<file path="src/rtl/ipv4_parse_pkg.sv">
package ipv4_parse_pkg;

    // Live view of the header fields the parser cares about
    typedef struct packed {
        logic [31:0] src;
        logic [31:0] dst;
        logic [7:0]  proto;
        logic [15:0] tot_len;
        logic [3:0]  ver;
        logic [3:0]  ihl;
    } ip_fields_t;

    // 16-bit ones'-complement addition with end-around carry
    function automatic logic [15:0] oc_add(input logic [15:0] a, input logic [15:0] b);
        logic [16:0] s;
        s = {1'b0, a} + {1'b0, b};
        return s[15:0] + {15'b0, s[16]};
    endfunction

endpackage

</file>
<file path="src/rtl/ipv4_csum_acc.sv">
module ipv4_csum_acc
    import ipv4_parse_pkg::*;
(
    input  logic        clk,
    input  logic        rst_n,
    input  logic        clr,
    input  logic        en,
    input  logic        lo_phase,
    input  logic [7:0]  data,
    output logic [15:0] sum_live
);

    typedef struct packed {
        logic [15:0] acc;
        logic [7:0]  hi;
    } csum_st_t;

    csum_st_t st_d, st_q;
    logic [15:0] folded;

    always_comb begin
        folded   = oc_add(st_q.acc, {st_q.hi, data});
        sum_live = (en && lo_phase) ? folded : st_q.acc;
        st_d     = st_q;
        if (clr) begin
            st_d.acc = '0;
            st_d.hi  = '0;
        end else if (en) begin
            if (lo_phase) st_d.acc = folded;
            else          st_d.hi  = data;
        end
    end

    always_ff @(posedge clk or negedge rst_n) begin
        if (!rst_n) st_q <= '0;
        else        st_q <= st_d;
    end

endmodule

</file>
<file path="src/rtl/ipv4_field_capture.sv">
module ipv4_field_capture
    import ipv4_parse_pkg::*;
#(
    parameter int HDR_BYTES = 20,
    parameter int OFF_W     = $clog2(HDR_BYTES)
)(
    input  logic             clk,
    input  logic             rst_n,
    input  logic             wr_en,
    input  logic [OFF_W-1:0] wr_off,
    input  logic [7:0]       wr_byte,
    output ip_fields_t       live
);

    logic [7:0] hb_d [HDR_BYTES];
    logic [7:0] hb_q [HDR_BYTES];

    // One byte slot per header position; the live view already includes
    // the byte being written this cycle.
    for (genvar k = 0; k < HDR_BYTES; k++) begin : g_slot
        always_comb begin
            hb_d[k] = (wr_en && (wr_off == OFF_W'(k))) ? wr_byte : hb_q[k];
        end
        always_ff @(posedge clk or negedge rst_n) begin
            if (!rst_n) hb_q[k] <= '0;
            else        hb_q[k] <= hb_d[k];
        end
    end

    always_comb begin
        live.ver     = hb_d[0][7:4];
        live.ihl     = hb_d[0][3:0];
        live.tot_len = {hb_d[2], hb_d[3]};
        live.proto   = hb_d[9];
        live.src     = {hb_d[12], hb_d[13], hb_d[14], hb_d[15]};
        live.dst     = {hb_d[16], hb_d[17], hb_d[18], hb_d[19]};
    end

endmodule

</file>
<file path="src/rtl/ipv4_hdr_parser.sv">
module ipv4_hdr_parser
    import ipv4_parse_pkg::*;
#(
    parameter int          IDX_W       = 11,
    parameter int          ETH_HDR_LEN = 14,
    parameter logic [15:0] ETYPE_IPV4  = 16'h0800,
    parameter logic [3:0]  IP_VER      = 4'd4,
    parameter logic [3:0]  IP_IHL      = 4'd5
)(
    input  logic             clk,
    input  logic             rst_n,
    input  logic             frm_vld,
    input  logic [7:0]       rx_byte,
    input  logic [IDX_W-1:0] byte_idx,
    output logic             hdr_vld,
    output logic [31:0]      src_addr,
    output logic [31:0]      dst_addr,
    output logic [7:0]       proto,
    output logic [15:0]      tot_len,
    output logic             csum_ok,
    output logic             ver_err,
    output logic             ihl_err,
    output logic             csum_err
);

    localparam int HDR_BYTES = 4 * int'(IP_IHL);
    localparam int OFF_W     = $clog2(HDR_BYTES);
    localparam int ET_HI_IDX = ETH_HDR_LEN - 2;
    localparam int ET_LO_IDX = ETH_HDR_LEN - 1;
    localparam int LAST_IDX  = ETH_HDR_LEN + HDR_BYTES - 1;

    typedef struct packed {
        logic        et_hi_ok;
        logic        in_hdr;
        logic        vld;
        logic        ok;
        logic        cerr;
        logic        verr;
        logic        ierr;
        logic [31:0] src;
        logic [31:0] dst;
        logic [7:0]  proto;
        logic [15:0] len;
    } ctl_st_t;

    ctl_st_t st_d, st_q;

    logic [IDX_W-1:0] rel;
    logic [OFF_W-1:0] off;
    logic             in_win;
    logic             csum_clr;
    logic [15:0]      sum_live;
    ip_fields_t       live;

    always_comb begin
        rel      = byte_idx - IDX_W'(ETH_HDR_LEN);
        off      = rel[OFF_W-1:0];
        in_win   = frm_vld && st_q.in_hdr && (rel < IDX_W'(HDR_BYTES));
        csum_clr = !frm_vld || (byte_idx == IDX_W'(ET_LO_IDX));
    end

    ipv4_csum_acc u_csum (
        .clk      (clk),
        .rst_n    (rst_n),
        .clr      (csum_clr),
        .en       (in_win),
        .lo_phase (off[0]),
        .data     (rx_byte),
        .sum_live (sum_live)
    );

    ipv4_field_capture #(
        .HDR_BYTES (HDR_BYTES),
        .OFF_W     (OFF_W)
    ) u_cap (
        .clk     (clk),
        .rst_n   (rst_n),
        .wr_en   (in_win),
        .wr_off  (off),
        .wr_byte (rx_byte),
        .live    (live)
    );

    always_comb begin
        st_d      = st_q;
        st_d.vld  = 1'b0;
        st_d.ok   = 1'b0;
        st_d.cerr = 1'b0;
        st_d.verr = 1'b0;
        st_d.ierr = 1'b0;
        if (!frm_vld) begin
            st_d.et_hi_ok = 1'b0;
            st_d.in_hdr   = 1'b0;
        end else if (byte_idx == IDX_W'(ET_HI_IDX)) begin
            st_d.et_hi_ok = (rx_byte == ETYPE_IPV4[15:8]);
            st_d.in_hdr   = 1'b0;
        end else if (byte_idx == IDX_W'(ET_LO_IDX)) begin
            st_d.in_hdr   = st_q.et_hi_ok && (rx_byte == ETYPE_IPV4[7:0]);
        end else if (byte_idx == IDX_W'(LAST_IDX) && st_q.in_hdr) begin
            st_d.in_hdr = 1'b0;
            st_d.vld    = 1'b1;
            st_d.ok     = (sum_live == 16'hFFFF);
            st_d.cerr   = (sum_live != 16'hFFFF);
            st_d.verr   = (live.ver != IP_VER);
            st_d.ierr   = (live.ihl != IP_IHL);
            st_d.src    = live.src;
            st_d.dst    = live.dst;
            st_d.proto  = live.proto;
            st_d.len    = live.tot_len;
        end
    end

    always_ff @(posedge clk or negedge rst_n) begin
        if (!rst_n) st_q <= '0;
        else        st_q <= st_d;
    end

    assign hdr_vld  = st_q.vld;
    assign src_addr = st_q.src;
    assign dst_addr = st_q.dst;
    assign proto    = st_q.proto;
    assign tot_len  = st_q.len;
    assign csum_ok  = st_q.ok;
    assign csum_err = st_q.cerr;
    assign ver_err  = st_q.verr;
    assign ihl_err  = st_q.ierr;

    AST_VLD_SINGLE: assert property (@(posedge clk) disable iff (!rst_n)
        hdr_vld |=> !hdr_vld) else $error("pulse longer than one cycle");
    AST_VLD_AFTER_LAST: assert property (@(posedge clk) disable iff (!rst_n)
        hdr_vld |-> ($past(frm_vld) && $past(byte_idx) == IDX_W'(LAST_IDX)))
        else $error("pulse without final header byte");
    AST_FLAGS_IN_PULSE: assert property (@(posedge clk) disable iff (!rst_n)
        (csum_ok || csum_err || ver_err || ihl_err) |-> hdr_vld)
        else $error("flag outside pulse");
    AST_CSUM_EXCL: assert property (@(posedge clk) disable iff (!rst_n)
        hdr_vld |-> (csum_ok != csum_err)) else $error("checksum flags disagree");
    AST_ABORT_QUIET: assert property (@(posedge clk) disable iff (!rst_n)
        !frm_vld |=> !hdr_vld) else $error("pulse after frame gap");
    AST_FIELDS_HOLD: assert property (@(posedge clk) disable iff (!rst_n)
        !hdr_vld |-> ($stable(src_addr) && $stable(dst_addr) && $stable(proto) && $stable(tot_len)))
        else $error("fields moved outside pulse");

endmodule

</file>
<file path="config.mk">
export PLATFORM = sky130hd
export DESIGN_NAME = ipv4_hdr_parser
export DESIGN_NICKNAME = d
export VERILOG_FILES = /design/src/rtl/ipv4_parse_pkg.sv /design/src/rtl/ipv4_csum_acc.sv /design/src/rtl/ipv4_field_capture.sv /design/src/rtl/ipv4_hdr_parser.sv
export SDC_FILE = /design/constraint.sdc
export NUM_CORES = 1
export LEC_CHECK = 0
export BUFFER_PORTS_ARGS = -buffer_cell sky130_fd_sc_hd__buf_2
export CAP_MARGIN = 0
export CORE_ASPECT_RATIO = 0.9
export CORE_MARGIN = 2
export CORE_UTILIZATION = 40
export CTS_CLUSTER_SIZE = 24
export DETAILED_ROUTE_END_ITERATION = 10
export PLACE_DENSITY = 0.58
export REMOVE_ABC_BUFFERS = 1
export SLEW_MARGIN = 20
export SYNTH_ARGS = -nofsm -noshare
export SYNTH_HDL_FRONTEND = slang
export SYNTH_SLANG_ARGS = --single-unit
</file>
<file path="constraint.sdc">
create_clock -name clk -period 5.9 [get_ports clk]
set_input_delay 0.59 -clock clk [delete_from_list [all_inputs] [get_ports clk]]
set_output_delay 0.59 -clock clk [all_outputs]
set_load 0.1 [all_outputs]
</file>
; After elaboration in Yosys (flattened, before gate mapping)
; Index checks and enable logic that the tools add are counted.
[classes]
addsub = 3
n_mul = 0
div_mod_pow = 0
n_lt_le_gt_ge = 1
eq_ne = 22
shifts = 0
n_mux = 25
bitwise_logic = 2
reduce_logical = 26
[op_table]
columns = cell, n
row1 = $mux 93, 3
row2 = $mux 8, 13
row3 = $mux 94, 1
row4 = $mux 24, 2
row5 = $mux 16, 2
row6 = $eq 5x4->1 const B, 5
row7 = $eq 11x4->1 const B, 2
row8 = $eq 5x5->1 const B, 4
row9 = $add 16x16->17, 1
row10 = $logic_and 1x1->1, 17
row11 = $add 16x1->16, 1
row12 = $eq 16x16->1 const B, 1
row13 = $ne 16x16->1 const B, 1
row14 = $eq 11x6->1 const B, 1
row15 = $lt 11x5->1 const B, 1
row16 = $sub 11x4->11 const B, 1
row17 = $eq 5x2->1 const B, 2
row18 = $eq 8x4->1 const B, 1
row19 = $logic_not 8->1, 1
row20 = $ne 4x3->1 const B, 2
row21 = $logic_not 5->1, 1
row22 = $ne 2x1->1 const B, 2
row23 = $ne 4x1->1 const B, 1
row24 = $reduce_and 2->1, 2
row25 = other kinds (7), 11
[word_totals]
ff_bits = 215
latchBits = 0
ramBits = 0
mem_bits_ro = 0
input_bits = 22
output_inout_bits = 93
wordCells = 104
n_memories = 0

; Depth between registers and ports, before layout
[depth]
ltp_word = 10
mapped_depth = 20
depth_no_buf = 20

; Cells and area by module
; Synthesis repeated with hierarchy kept, for this count alone.
[unflattened]
hier_cells = 826
area_unflattened_um2 = 10616.4
[by_module_without_submodules]
columns = module, n_inst, cells_per_inst, area_each_um2, seq_area_each_um2
row1 = ipv4_hdr_parser, 1, 335, 4569.4, 2377.3
row2 = ipv4_field_capture, 1, 223, 3732.3, 2402.3
row3 = ipv4_csum_acc, 1, 268, 2314.7, 600.6

; Least setup slack after synthesis
; Ideal clock, no wire load.
[synth_path]
kind = in2reg
start = input rx_byte[0]
end = register st_q (netlist bit csum_err)
setup_ps = 124
arrival_time_ps = 4305
required_ps = 5776
slack_ps = 1471
path_stages = 20
n_path_buf = 0
path_cell_list = ha_1 inv_1 fa_1 nand2b_1 a21o_1 a21oi_1 nand2_1 a211o_1 o21bai_1 a21o_1 ha_1 nor2b_1 nand2_1 inv_1 nand4_1 or3_1 xnor2_1 o31ai_1 nand3_1 o31a_1
[synth_lines]
columns = item, line
row1 = start: declaration, ipv4_hdr_parser.sv:13  ; input logic [7:0] rx_byte,
row2 = end signal: assignment, ipv4_hdr_parser.sv:115  ; else st_q <= st_d;
row3 = end: declaration, ipv4_hdr_parser.sv:46  ; ctl_st_t st_d, st_q;

==> out/results.tsv <==
stage	metric	value	unit
setup_path	rr_endpoint	csum_err	
sta	slew_headroom	29.26	%
setup_path	criticalPathCategory	reg -> reg	
layout	drive_above_1_share	25.05	%
setup_path	cp.required	6.30	ns
route	wl_per_cell	17.23	um
pwr	cellLeakagePower	6.088	nW
pwr	cellInternalPower	2.346	mW
cts	clk_pin_slew_worst_paths	0.06	ns
global_routing	grt-ovfl-total	0	
sta	worst_slew_pin_slew	1.061	ns
setup_path	arrival	5.17	ns
layout	fin_nets	1115	
sta	period_minus_slack	4.771	ns
pwr	power_frac_comb	3.7	%
synth	ys.flop_type	dfrtp_1	
synth	synth_edf_count	0	
die	rows	56	
route	avgViaCountPerCell	4.963	
die	die_h	158.0	um
global_routing	grt_pass1_vias	7199	
route	drc	0	
die	die_w	175.1	um
cts	numCtsBuffers	24	
synth	synth.distinct_cells	56	
cts	clkLatencyLatePin	0.53	ns
pwr	power.total	3.033	mW
worst_hold_path	holdCritPathClass	in -> async	
die	die-area	0.02766	mm^2
setup_path	critPathLaunch	u_csum.st_q[8]	
global_routing	grt_max_degree	106	
cts	htree_num_levels	1	
cts	cts_setup_buffers	0	
cts	root_buffer	clkbuf_16	
pwr	pwr-share-clk	47.7	%
synth	async_reset_ff_share	100.0	%
pwr	irDropWorstVdd	0.0002063	V
sta	fin_skew	0.01775	ns
synth	postSynthCellCount	1058	
global_routing	antenna_found_initial	1	
placement	placed_area	0.01079	mm^2
setup_path	endpoint_kind	register	
sta	totalNegativeSetupSlack	0	ns
sta	rsz0062_at_grt	no	
route	dr_wl_met3	1.009	mm
route	final_antenna_net_count	0	
sta	hold_violations	0	
route	drt_first_iter_violations	451	
placement	pre_cts_ws	0.8127	ns
synth	ys_warn_count	0	
synth	ys_seq_area_share	51.05	%
route	routed_wl	24.80	mm
pwr	p_sw_share	22.66	%
die	core	0.02599	mm^2
sta	fin_ws	1.129	ns
route	wirelength_met1	12.15	mm
synth	netlist.top_cell.by_area	dfrtp_1	
die	pin_count	115	
route	dr_wl_met2	11.42	mm
cts	cts.repair.resized	0	
placement	portBuffers	114	
synth	syn_area_per_cell	9.961	um^2
sta	maxSlewViolCount	0	
layout	area_growth_syn_to_layout	9.676	%
run	cap_viol_max_count	0	
pwr	p_per_area	262.4	mW/mm^2
outcome	outcome	complete, no violations	
layout	final_cell_mix	nand2_1 (305), dfrtp_1 (215), buf_2 (113)	
setup_path	critPathMaxFanout	6	
layout	final_common_cell	nand2_1	
sta	max_freq	0.2096	GHz
layout	fin_area	0.01156	mm^2
setup_path	r2r_cells	20	
route	first_pass_iters	4	
sta	setup_viol	0	
cts	hold_buffers	0	
cts	cts_tree	done	
cts	clockBufferDepth	3	
cts	clock_sinks	215	
setup_path	start_kind	register	
route	vias	7142	
global_routing	grt_use_total	18.22	%
synth	ys_ff_latch	215	
sta	fin_crit_sh	80.86	%
layout	n_fill_cell	2448	
placement	hpwlAfterDp	16.11	mm
die	start_util	40.54	%
synth	syn_area	0.01054	mm^2
global_routing	grt_pass1_wl	40.09	mm
pwr	p_switching	0.6874	mW
synth	synth_top_area_share	51.05	%
setup_path	ff2ff_setup_slack	1.13	ns
route	dr.max_layer_used	met4	
synth	synth_area_leaders	dfrtp_1 (51%), nand2_1 (11%), mux2_2 (10%)	
setup_path	rr_startpoint	u_csum.st_q[8]	
placement	gp_congestion	0.8685	
pwr	seq_power_share	48.6	%
## cell families (layout without fill, tap and decap cells)
group	count (synthesis)	after routing	synth area share, %
other	0	1	0
DFF	215	215	51.05
adders and majority gates	20	20	2.446
AOI/OAI and AO/OA	99	99	6.387
buffers and inverters	155	187	8.785
and+or+nand+nor	444	444	18.59
xor gates and xnor gates	24	24	1.995
muxes	101	101	10.74
## per-layer routing
layer,up-vias,GRT usage (%)
met5,-,0
met4,0,4.127
met3,16,3.074
met2,119,29.58
met1,3504,25.63
li1,3503,-
## worst max-delay path by stage
stage,endpoint,depth (start not counted)
after detailed placement,csum_err,21
after floorplan,ihl_err,6
after global placement,csum_err,21
after global routing,csum_err,20
after CTS,csum_err,20
final,csum_err,20
## stage by stage
| stage | util (%) | std cells | hold slack, ns |
|---|---|---|---|
| after floorplan | - | 922 | 0.2944 |
| after global placement | 41.49 | 1395 | 0.4532 |
| after detailed placement | 41.49 | 1395 | 0.4564 |
| after CTS | 44.45 | 1438 | 0.1489 |
| after global routing | 44.46 | 1439 | 0.1625 |
| final | 44.46 | 1439 | 0.08881 |
## final cells by class
cell class                      count  area, um^2  area share (%)
Sequential cell                   215        5380           46.55
Multi-Input combinational cell    688        4238           36.66
Clock buffer                       32       670.6           5.802
Timing Repair Buffer              125       663.1           5.737
Tap cell                          348       435.4           3.767
Clock inverter                     11       97.59          0.8443
Inverter                           19       71.32          0.6170
Antenna cell                        1       2.502         0.02165
## critical path, cell delays in order, from the launching register on
cell and delay [ns]:
dfrtp_1 0.38, ha_1 0.19, inv_1 0.06, fa_1 0.41, nand2b_1 0.21, a21o_1 0.22
a21oi_1 0.21, nand2_1 0.08, a211o_1 0.29, o21bai_1 0.14, a21o_1 0.20, ha_1 0.19
nor2b_1 0.22, nand2_1 0.10, inv_1 0.14, nand4_1 0.25, or3_1 0.49, xnor2_1 0.15
o31ai_1 0.27, nand3_1 0.15, o31a_1 0.29
## state kept, by name, summed over array words and instances, names as in the netlist, 2 cells and up
register	flops
u_cap.hb_q	96
u_csum.st_q	24
dst_addr	32
src_addr	32
proto	8
st_q	2
tot_len	16
## Yosys cell counts (all sizes together), types with 16 or more instances
cell    instances
nand2         305
dfrtp         215
mux2           97
buf            94
clkbuf         42
nor2           34
a21oi          21
ha             19
inv            19
a211oi         16
xnor2          16
## power groups by stage
stage / combinational, mW / sequential [mW] / clock, mW
2_1_floorplan: 0.0348 / 1.50 / 0
3_3_place_gp: 0.114 / 1.50 / 0
3_5_place_dp: 0.114 / 1.50 / 0
4_1_cts: 0.114 / 1.47 / 1.48
5_1_grt: 0.125 / 1.47 / 1.55
6_report: 0.111 / 1.47 / 1.45
(Power assumes the default switching activity.)
